$ cat config.mk
export PLATFORM = sky130hd
export DESIGN_NAME = tmr3
export DESIGN_NICKNAME = d
export VERILOG_FILES = /design/src/rtl/tmr3_pkg.sv /design/src/rtl/tmr3_ctrl.sv /design/src/rtl/tmr3_dp.sv /design/src/rtl/tmr3.sv
export SDC_FILE = /design/constraint.sdc
export NUM_CORES = 1
export LEC_CHECK = 0
export ABC_CLOCK_PERIOD_IN_PS = 7900
export BUFFER_PORTS_ARGS = -buffer_cell sky130_fd_sc_hd__clkbuf_2
export CAP_MARGIN = 20
export CORE_MARGIN = 4
export CORE_UTILIZATION = 65
export CTS_CLUSTER_DIAMETER = 60
export DETAILED_ROUTE_END_ITERATION = 10
export PLACE_DENSITY_LB_ADDON = 0.3
export SYNTH_ARGS = -nofsm -noshare
export SYNTH_HDL_FRONTEND = slang
export SYNTH_HIERARCHICAL = 1
export SYNTH_SLANG_ARGS = --single-unit
$ cat constraint.sdc
create_clock -name clk -period 7.9 [get_ports clk]
set_input_delay 1.185 -clock clk [delete_from_list [all_inputs] [get_ports clk]]
set_output_delay 1.185 -clock clk [all_outputs]
set_load 0.05 [all_outputs]
$ cat src/rtl/tmr3_pkg.sv
package tmr3_pkg;
  localparam int START_OFS = 0;
  localparam int CH_BASE   = 4;
  localparam int CH_STRIDE = 12;
  localparam int CONST_OFS = 0;
  localparam int COUNT_OFS = 4;
  localparam int CTRL_OFS  = 8;
  localparam int BIT_IE    = 5;
  localparam int BIT_UF    = 8;
  localparam int PRESC_W   = 12;

  typedef struct packed {
    logic wrConst;
    logic wrCount;
    logic wrCtrl;
    logic tick;
  } chStrobe_t;
endpackage

$ cat src/rtl/tmr3_ctrl.sv
module tmr3_ctrl
  import tmr3_pkg::*;
#(
  parameter int NUM_CH = 3,
  parameter int ADDR_W = 6
) (
  input  logic                         clk,
  input  logic                         rstN,
  input  logic                         regWe,
  input  logic [ADDR_W-1:0]            regAddr,
  input  logic                         pclkEn,
  input  logic                         rtcTick,
  input  logic                         extTick,
  input  logic [NUM_CH-1:0]            run,
  input  logic [NUM_CH-1:0][2:0]       selCode,
  output logic                         wrStart,
  output chStrobe_t [NUM_CH-1:0]       strb
);
  assign wrStart = regWe && (regAddr == ADDR_W'(START_OFS));

  for (genvar ch = 0; ch < NUM_CH; ch++) begin : g_ch
    localparam int BASE = CH_BASE + CH_STRIDE * ch;
    logic [PRESC_W-1:0] prescCnt;
    logic [PRESC_W-1:0] prescLast;
    logic               prescHit;
    chStrobe_t          s;

    always_comb begin
      if (selCode[ch] == 3'd5) prescLast = '1;
      else prescLast = (PRESC_W'(4) << {selCode[ch], 1'b0}) - PRESC_W'(1);
    end

    assign prescHit = pclkEn && (prescCnt >= prescLast);

    always_ff @(posedge clk) begin
      if (!rstN)           prescCnt <= '0;
      else if (!run[ch])   prescCnt <= '0;
      else if (pclkEn)     prescCnt <= prescHit ? '0 : prescCnt + PRESC_W'(1);
    end

    always_comb begin
      s.wrConst = regWe && (regAddr == ADDR_W'(BASE + CONST_OFS));
      s.wrCount = regWe && (regAddr == ADDR_W'(BASE + COUNT_OFS));
      s.wrCtrl  = regWe && (regAddr == ADDR_W'(BASE + CTRL_OFS));
      case (selCode[ch])
        3'd6:    s.tick = run[ch] && rtcTick;
        3'd7:    s.tick = run[ch] && extTick;
        default: s.tick = run[ch] && prescHit;
      endcase
    end

    assign strb[ch] = s;
  end
endmodule

$ cat src/rtl/tmr3_dp.sv
module tmr3_dp
  import tmr3_pkg::*;
#(
  parameter int NUM_CH = 3,
  parameter int CNT_W  = 32
) (
  input  logic                          clk,
  input  logic                          rstN,
  input  logic [CNT_W-1:0]              regWdata,
  input  logic                          wrStart,
  input  chStrobe_t [NUM_CH-1:0]        strb,
  output logic [NUM_CH-1:0]             run,
  output logic [NUM_CH-1:0][2:0]        selCode,
  output logic [NUM_CH-1:0]             irq,
  output logic [NUM_CH-1:0]             badSel,
  output logic [NUM_CH-1:0][CNT_W-1:0]  cntVal,
  output logic [NUM_CH-1:0][CNT_W-1:0]  constVal,
  output logic [NUM_CH-1:0][CNT_W-1:0]  ctrlVal
);
  logic [NUM_CH-1:0] runQ;

  always_ff @(posedge clk) begin
    if (!rstN)        runQ <= '0;
    else if (wrStart) runQ <= regWdata[NUM_CH-1:0];
  end
  assign run = runQ;

  for (genvar ch = 0; ch < NUM_CH; ch++) begin : g_ch
    logic [CNT_W-1:0] cntQ;
    logic [CNT_W-1:0] constQ;
    logic [2:0]       codeQ;
    logic             ieQ;
    logic             ufQ;
    logic             ufEvent;
    logic [CNT_W-1:0] ctrlWord;

    assign ufEvent = strb[ch].tick && !strb[ch].wrCount && (cntQ == '0);

    always_ff @(posedge clk) begin
      if (!rstN) begin
        cntQ   <= '0;
        constQ <= '0;
        codeQ  <= '0;
        ieQ    <= 1'b0;
        ufQ    <= 1'b0;
      end else begin
        if (strb[ch].wrConst) constQ <= regWdata;
        if (strb[ch].wrCount)   cntQ <= regWdata;
        else if (ufEvent)       cntQ <= constQ;
        else if (strb[ch].tick) cntQ <= cntQ - CNT_W'(1);
        if (strb[ch].wrCtrl) begin
          codeQ <= regWdata[2:0];
          ieQ   <= regWdata[BIT_IE];
        end
        if (ufEvent)              ufQ <= 1'b1;
        else if (strb[ch].wrCtrl) ufQ <= ufQ & regWdata[BIT_UF];
      end
    end

    always_comb begin
      ctrlWord         = '0;
      ctrlWord[2:0]    = codeQ;
      ctrlWord[BIT_IE] = ieQ;
      ctrlWord[BIT_UF] = ufQ;
    end

    assign cntVal[ch]   = cntQ;
    assign constVal[ch] = constQ;
    assign ctrlVal[ch]  = ctrlWord;
    assign selCode[ch]  = codeQ;
    assign irq[ch]      = ufQ & ieQ;
    assign badSel[ch]   = (codeQ == 3'd5);
  end
endmodule

$ cat src/rtl/tmr3.sv
module tmr3
  import tmr3_pkg::*;
#(
  parameter int NUM_CH = 3,
  parameter int CNT_W  = 32,
  parameter int ADDR_W = 6
) (
  input  logic              clk,
  input  logic              rstN,
  input  logic              regWe,
  input  logic [ADDR_W-1:0] regAddr,
  input  logic [CNT_W-1:0]  regWdata,
  output logic [CNT_W-1:0]  regRdata,
  input  logic              pclkEn,
  input  logic              rtcTick,
  input  logic              extTick,
  output logic [NUM_CH-1:0] irq,
  output logic [NUM_CH-1:0] badSel
);
  logic                         wrStart;
  chStrobe_t [NUM_CH-1:0]       strb;
  logic [NUM_CH-1:0]            run;
  logic [NUM_CH-1:0][2:0]       selCode;
  logic [NUM_CH-1:0][CNT_W-1:0] cntVal;
  logic [NUM_CH-1:0][CNT_W-1:0] constVal;
  logic [NUM_CH-1:0][CNT_W-1:0] ctrlVal;

  tmr3_ctrl #(.NUM_CH(NUM_CH), .ADDR_W(ADDR_W)) u_ctrl (
    .clk(clk), .rstN(rstN), .regWe(regWe), .regAddr(regAddr),
    .pclkEn(pclkEn), .rtcTick(rtcTick), .extTick(extTick),
    .run(run), .selCode(selCode), .wrStart(wrStart), .strb(strb)
  );

  tmr3_dp #(.NUM_CH(NUM_CH), .CNT_W(CNT_W)) u_dp (
    .clk(clk), .rstN(rstN), .regWdata(regWdata), .wrStart(wrStart),
    .strb(strb), .run(run), .selCode(selCode), .irq(irq),
    .badSel(badSel), .cntVal(cntVal), .constVal(constVal), .ctrlVal(ctrlVal)
  );

  always_comb begin
    regRdata = '0;
    if (regAddr == ADDR_W'(START_OFS)) regRdata[NUM_CH-1:0] = run;
    for (int i = 0; i < NUM_CH; i++) begin
      if (regAddr == ADDR_W'(CH_BASE + CH_STRIDE * i + CONST_OFS)) regRdata = constVal[i];
      if (regAddr == ADDR_W'(CH_BASE + CH_STRIDE * i + COUNT_OFS)) regRdata = cntVal[i];
      if (regAddr == ADDR_W'(CH_BASE + CH_STRIDE * i + CTRL_OFS))  regRdata = ctrlVal[i];
    end
  end
endmodule

-- Word-level counts from Yosys, hierarchy flattened
Cells that the tools add are included.
- memory bits (writable): 0
- memory bits (read-only): 0
- input bits: 44
- memories kept: 0
- bits in registers: 246
- bits in latches: 0
- logic and storage cells: 136
- $mul: 0
- equal/unequal tests: 18
- reductions and logical operators: 44
- divide/modulo/power cells: 0
- shifts and indexed selects: 3
- multiplexer cells: 34
- bitwise logic cells: 6
- add/subtract/negate cells: 9
- magnitude comparators: 3
- operator list (operator ; number):
    32-bit two-way mux ; 18
    32-bit logical NOT ; 3
    32-bit by 1-bit subtractor with 32-bit output (second input constant) ; 3
    12-bit two-way mux ; 6
    12-bit by 1-bit adder with 12-bit output (second input constant) ; 3
    12-bit greater-or-equal comparator ; 3
    3-bit by 4-bit << shifter with 12-bit output (first input constant) ; 3
    12-bit by 2-bit subtractor with 12-bit output (second input constant) ; 3
    1-bit logical AND ; 28
    3-bit == test (second input constant) ; 9
    6-bit by 5-bit == test with 1-bit output (second input constant) ; 4
    6-bit by 4-bit == test with 1-bit output (second input constant) ; 2
    6-bit == test (second input constant) ; 2
    3-bit nonzero test ; 3
    1-bit bitwise AND ; 6
    6-bit by 3-bit == test with 1-bit output (second input constant) ; 1
    6-bit logical NOT ; 1
    1-bit two-way mux ; 6
    1-bit one-hot mux with 2 select lines ; 3
    2-bit AND reduction ; 3
    2-bit nonzero test ; 3
    1-bit logical NOT ; 3
    3-bit two-way mux ; 1

-- Longest topological paths before layout
- word-level depth: 11
- mapped depth: 23

-- Hierarchy
Netlist, hierarchy kept.
- by module, submodules not included (module ; area an instance (um2) ; cells an instance ; times used):
    tmr3_dp ; 11731.3 ; 1417 ; 1
    tmr3_ctrl ; 2718.9 ; 341 ; 1
    tmr3 ; 2331.0 ; 355 ; 1

-- Worst setup path after synthesis
Ideal clock, no wire load.
- path type: input port to output port
- start: input port regAddr[0]
- end: output port regRdata[14]
- path buffers: 2
- arrival: 3.902 ns
- stages on the path: 6
- required time: 6.715 ns
- setup slack: 2.813 ns
- cells stage by stage: buf_4 or4b_4 nor3_4 buf_4 a221oi_1 nor4_1
- cells in the longest elaborated chain, start to end: 10
- elaborated cells on any way between the ends: 18
- those cells by class: 9 x eq/ne; 9 x mux
- RTL lines (item ; line ; source):
    from (decl) ; tmr3.sv:11 ; input logic [ADDR_W-1:0] regAddr,
    6-bit by 3-bit == test with 1-bit output ; tmr3.sv:44 ; if (regAddr == ADDR_W'(CH_BASE + CH_STRIDE * i + CONST_OFS)) regRdata = constVal[i];
    32-bit two-way mux ; tmr3.sv:44 ;
    32-bit two-way mux ; tmr3.sv:45 ; if (regAddr == ADDR_W'(CH_BASE + CH_STRIDE * i + COUNT_OFS)) regRdata = cntVal[i];
    32-bit two-way mux ; tmr3.sv:46 ; if (regAddr == ADDR_W'(CH_BASE + CH_STRIDE * i + CTRL_OFS)) regRdata = ctrlVal[i];
    32-bit two-way mux ; tmr3.sv:44 ;
    32-bit two-way mux ; tmr3.sv:45 ;
    32-bit two-way mux ; tmr3.sv:46 ;
    32-bit two-way mux ; tmr3.sv:44 ;
    32-bit two-way mux ; tmr3.sv:45 ;
    32-bit two-way mux (*) ; tmr3.sv:46 ;
    to (decl) ; tmr3.sv:13 ; output logic [CNT_W-1:0] regRdata,
Every way passes the cells marked *; elsewhere a longest branch is shown, timed or not.

-- Worst setup path after layout
- start: input port regAddr[2]
- end: output port regRdata[8]
Same word-level chain as after synthesis.

==> impl_metrics.py <==
metrics = {
    "status": {
        "outcome": "completed",
    },
    "critical_path": {
        "critical_path_rt_ns": 6.71,
        "worstPathMaxFanout": 27,
        "regToRegSetupSlack_ns": 2.31,
        "critical_path.most_common_cell": "clkbuf_2",
        "worst_setup_ep_type": "output pin",
        "worst_path_max_delay_cell": "a211oi_2",
        "slowest_delay_ns": 0.99,
        "worstSetupStartpointType": "primary input",
        "worstPathCellList": "clkbuf_2 -> nor2_1 -> or3b_1 -> a211oi_2 -> a221oi_1 -> nor4_1 -> clkbuf_2",
        "critical_path_class": "primary input to output pin",
        "arrival_ns": 4.41,
    },
    "final_layout": {
        "fraction_of_layout_cells_with_a_size_suffix_above_1": 0.110,
        "n_antenna_cell": 0,
        "nets": 2157,
        "syn2layout_area_growth_pct": 6.60,
        "mostFrequentLayoutCells": "254 x nor2_1, 246 x dfxtp_1, 154 x a21oi_1",
        "layout.cells.most_common": "nor2_1",
    },
    "clock_network": {
        "cts_max_path_buffers": 3,
        "numClockSinks": 246,
        "worst_skew_pair.late_latency_ns": 0.52,
        "tritoncts.num_buffers": 35,
        "post-cts-setup-buffers": 0,
        "cts_tree": "built",
        "clockRootBuffer": "clkbuf_16",
        "cts.reportedPaths.clkPinSlew_ns": 0.05,
        "cts-resized-gates": 0,
        "h-tree-depth": 2,
        "postCtsHoldBufs": 0,
    },
    "power": {
        "net-switching-power_uw": 789,
        "power.total_uw": 3130,
        "ir_drop_mv": 0.197,
        "leakage_uw": 0.00692,
        "power_frac_clock": 0.517,
        "internal_power_uw": 2340,
        "p_seq_frac": 0.400,
        "combPwrFrac": 0.082,
        "p_sw_frac": 0.252,
        "power-per-cell-area_nw_per_um2": 175,
    },
    "synth": {
        "syn-instance-count": 2113,
        "edff_count_synth": 0,
        "total_of_flip_flops_plus_latches_after_synthesis": 246,
        "synth.lib_cells_used.distinct": 80,
        "postSynth.topFlopCell": "dfxtp_1",
        "yosysSeqAreaShare": 0.293,
        "post_synth.cell_area_avg_sq_um": 7.94,
        "synth_warnings": 6,
        "asyncSetResetFlopFracSynth": 0,
        "synth_area_sq_um": 16800,
    },
    "sta": {
        "measured_slew_at_the_worst_slew_check_pin_ns": 1.21,
        "slew-limit-headroom": 0.190,
        "final_setup_violation_count": 0,
        "timing.fmax_mhz": 179,
        "final_hold_viol_count": 0,
        "final_max_slew_viol_count": 0,
        "final_period_demand_of_the_worst_path_ns": 5.59,
        "layout_setup_ws_ns": 2.31,
        "rsz0062_at_grt": "no",
        "fin_worst_skew_ns": 0.0180,
        "fin_tns_setup_ns": 0,
        "min_period_over_period": 0.708,
    },
    "floorplanning": {
        "dieHeight_um": 169,
        "die_x_um": 169,
        "io-pin-count": 82,
        "placementRows": 58,
        "core_area_sq_um": 25300,
        "starting_utilization_of_the_core_area": 0.664,
        "fp.dieArea_sq_um": 28500,
    },
    "detailed_routing": {
        "detailedRoute.firstIterationViolations": 2293,
        "vias_per_cell": 6.81,
        "route.final.wire_length_mm": 54.1,
        "postRouteAntennaNets": 0,
        "tritonroute_pass_1_iters": 8,
        "wire_per_inst_um": 22.3,
        "drcViolationCount": 0,
        "via_count": 16500,
    },
    "hold_path": {
        "type_of_the_tightest_min_delay_check": "flip-flop to flip-flop",
    },
    "global_routing": {
        "grt_pass1_wl_mm": 84.4,
        "grt_util_all_layers": 0.366,
        "grt_max_degree": 72,
        "first_global_vias": 15400,
        "antenna_found_initial": 0,
        "grt_total_ovfl": 0,
    },
    "place": {
        "place_worst_setup_slack_ns": 2.33,
        "dpl.hpwl_mm": 36.9,
        "place_congestion": 0.998,
        "port_buffers": 81,
    },
    "run": {
        "cap_viol_max_count": 0,
    },
}
[routing by layer]
metal  part of all wire  vias to the layer above  GRT usage
met5                  0                        -          0
met4              0.085                        0      0.270
met3              0.094                      228     0.0574
met2               0.44                     1029      0.567
met1               0.38                     7787      0.462
li1                   -                     7497          -
[kinds of logic after synthesis]
| family | share of synthesized area |
|---|---|
| muxes | 0.103 |
| buffers and inverters | 0.0913 |
| and+or+nand+nor | 0.239 |
| adders and majority gates | 0.0291 |
| AOI/OAI and AO/OA | 0.199 |
| xor gates and xnor gates | 0.0454 |
| DFF | 0.293 |
| other | 0.000223 |
[cell usage after synthesis (40+ instances only)]
cell      instances  share of area
nor2_1          260          0.058
dfxtp_1         246           0.29
nor3b_1          84          0.038
nand2_1         110          0.025
o22ai_1          75          0.028
xnor2_1          47          0.025
nor3_1           69          0.021
o21ai_0          95          0.028
buf_4            99          0.044
xor2_1           40          0.021
nor4_1           41          0.015
clkbuf_1        117          0.026
nand3_1          45          0.013
mux2i_1         140          0.084
a21oi_1         154          0.046
[metrics by stage]
| stage | cell area, sq um | hold WS, ns | instances | utilization |
|---|---|---|---|---|
| after floorplan | 17100 | 0.458 | 2193 | - |
| after global placement | 16700 | 0.471 | 2366 | 0.661 |
| after detailed placement | 16700 | 0.477 | 2366 | 0.661 |
| after CTS | 17900 | 0.485 | 2427 | 0.708 |
| after global routing | 17900 | 0.514 | 2428 | 0.708 |
| final | 17900 | 0.490 | 2428 | 0.708 |
[cell type report]
class                   instances  area (sq um)
fillers                      2045          7370
inverters                      34           133
clock inverters                19           234
flip-flops and latches        246          4920
multi-input cells            1656         10700
repair buffers                101           563
clock buffers                  42           942
well taps                     330           413
[critical path, delay by kind of cell]
kind                   cells  cell delay [ns]
AOI/OAI and AO/OA          2             1.11
buffers and inverters      2             0.94
and+or+nand+nor            3             1.16
[power groups by stage]
stage	Clock [uW]	Sequential (uW)	Combinational, uW
after floorplan	0	1280	199
after global placement	0	1280	243
after detailed placement	0	1280	246
after CTS	1620	1250	248
after global routing	1680	1250	272
final	1620	1250	258
[flip-flops by register name (all words and copies together), names as in the netlist]
register and count:
u_dp/g_ch.cntQ 96, u_dp/g_ch.constQ 96, u_ctrl/g_ch.prescCnt 36, u_dp/g_ch.codeQ 9, u_dp/g_ch.ieQ 3, u_dp/g_ch.ufQ 3
u_dp/run 3
[path summary, 6_finish.rpt]
path | from | endpoint | depth (start not counted)
min | u_dp/g_ch[0].ufQ$_SDFFE_PN0P_ | u_dp/g_ch[0].ufQ$_SDFFE_PN0P_ | 2
max | regAddr[2] | regRdata[8] | 7
max reg2reg | u_dp/g_ch[2].codeQ[1]$_SDFFE_PN0P_ | u_dp/g_ch[2].cntQ[25]$_SDFFE_PN0P_ | 18
min reg2reg | u_dp/g_ch[0].ufQ$_SDFFE_PN0P_ | u_dp/g_ch[0].ufQ$_SDFFE_PN0P_ | 2
Power figures use the tool's default switching activity.
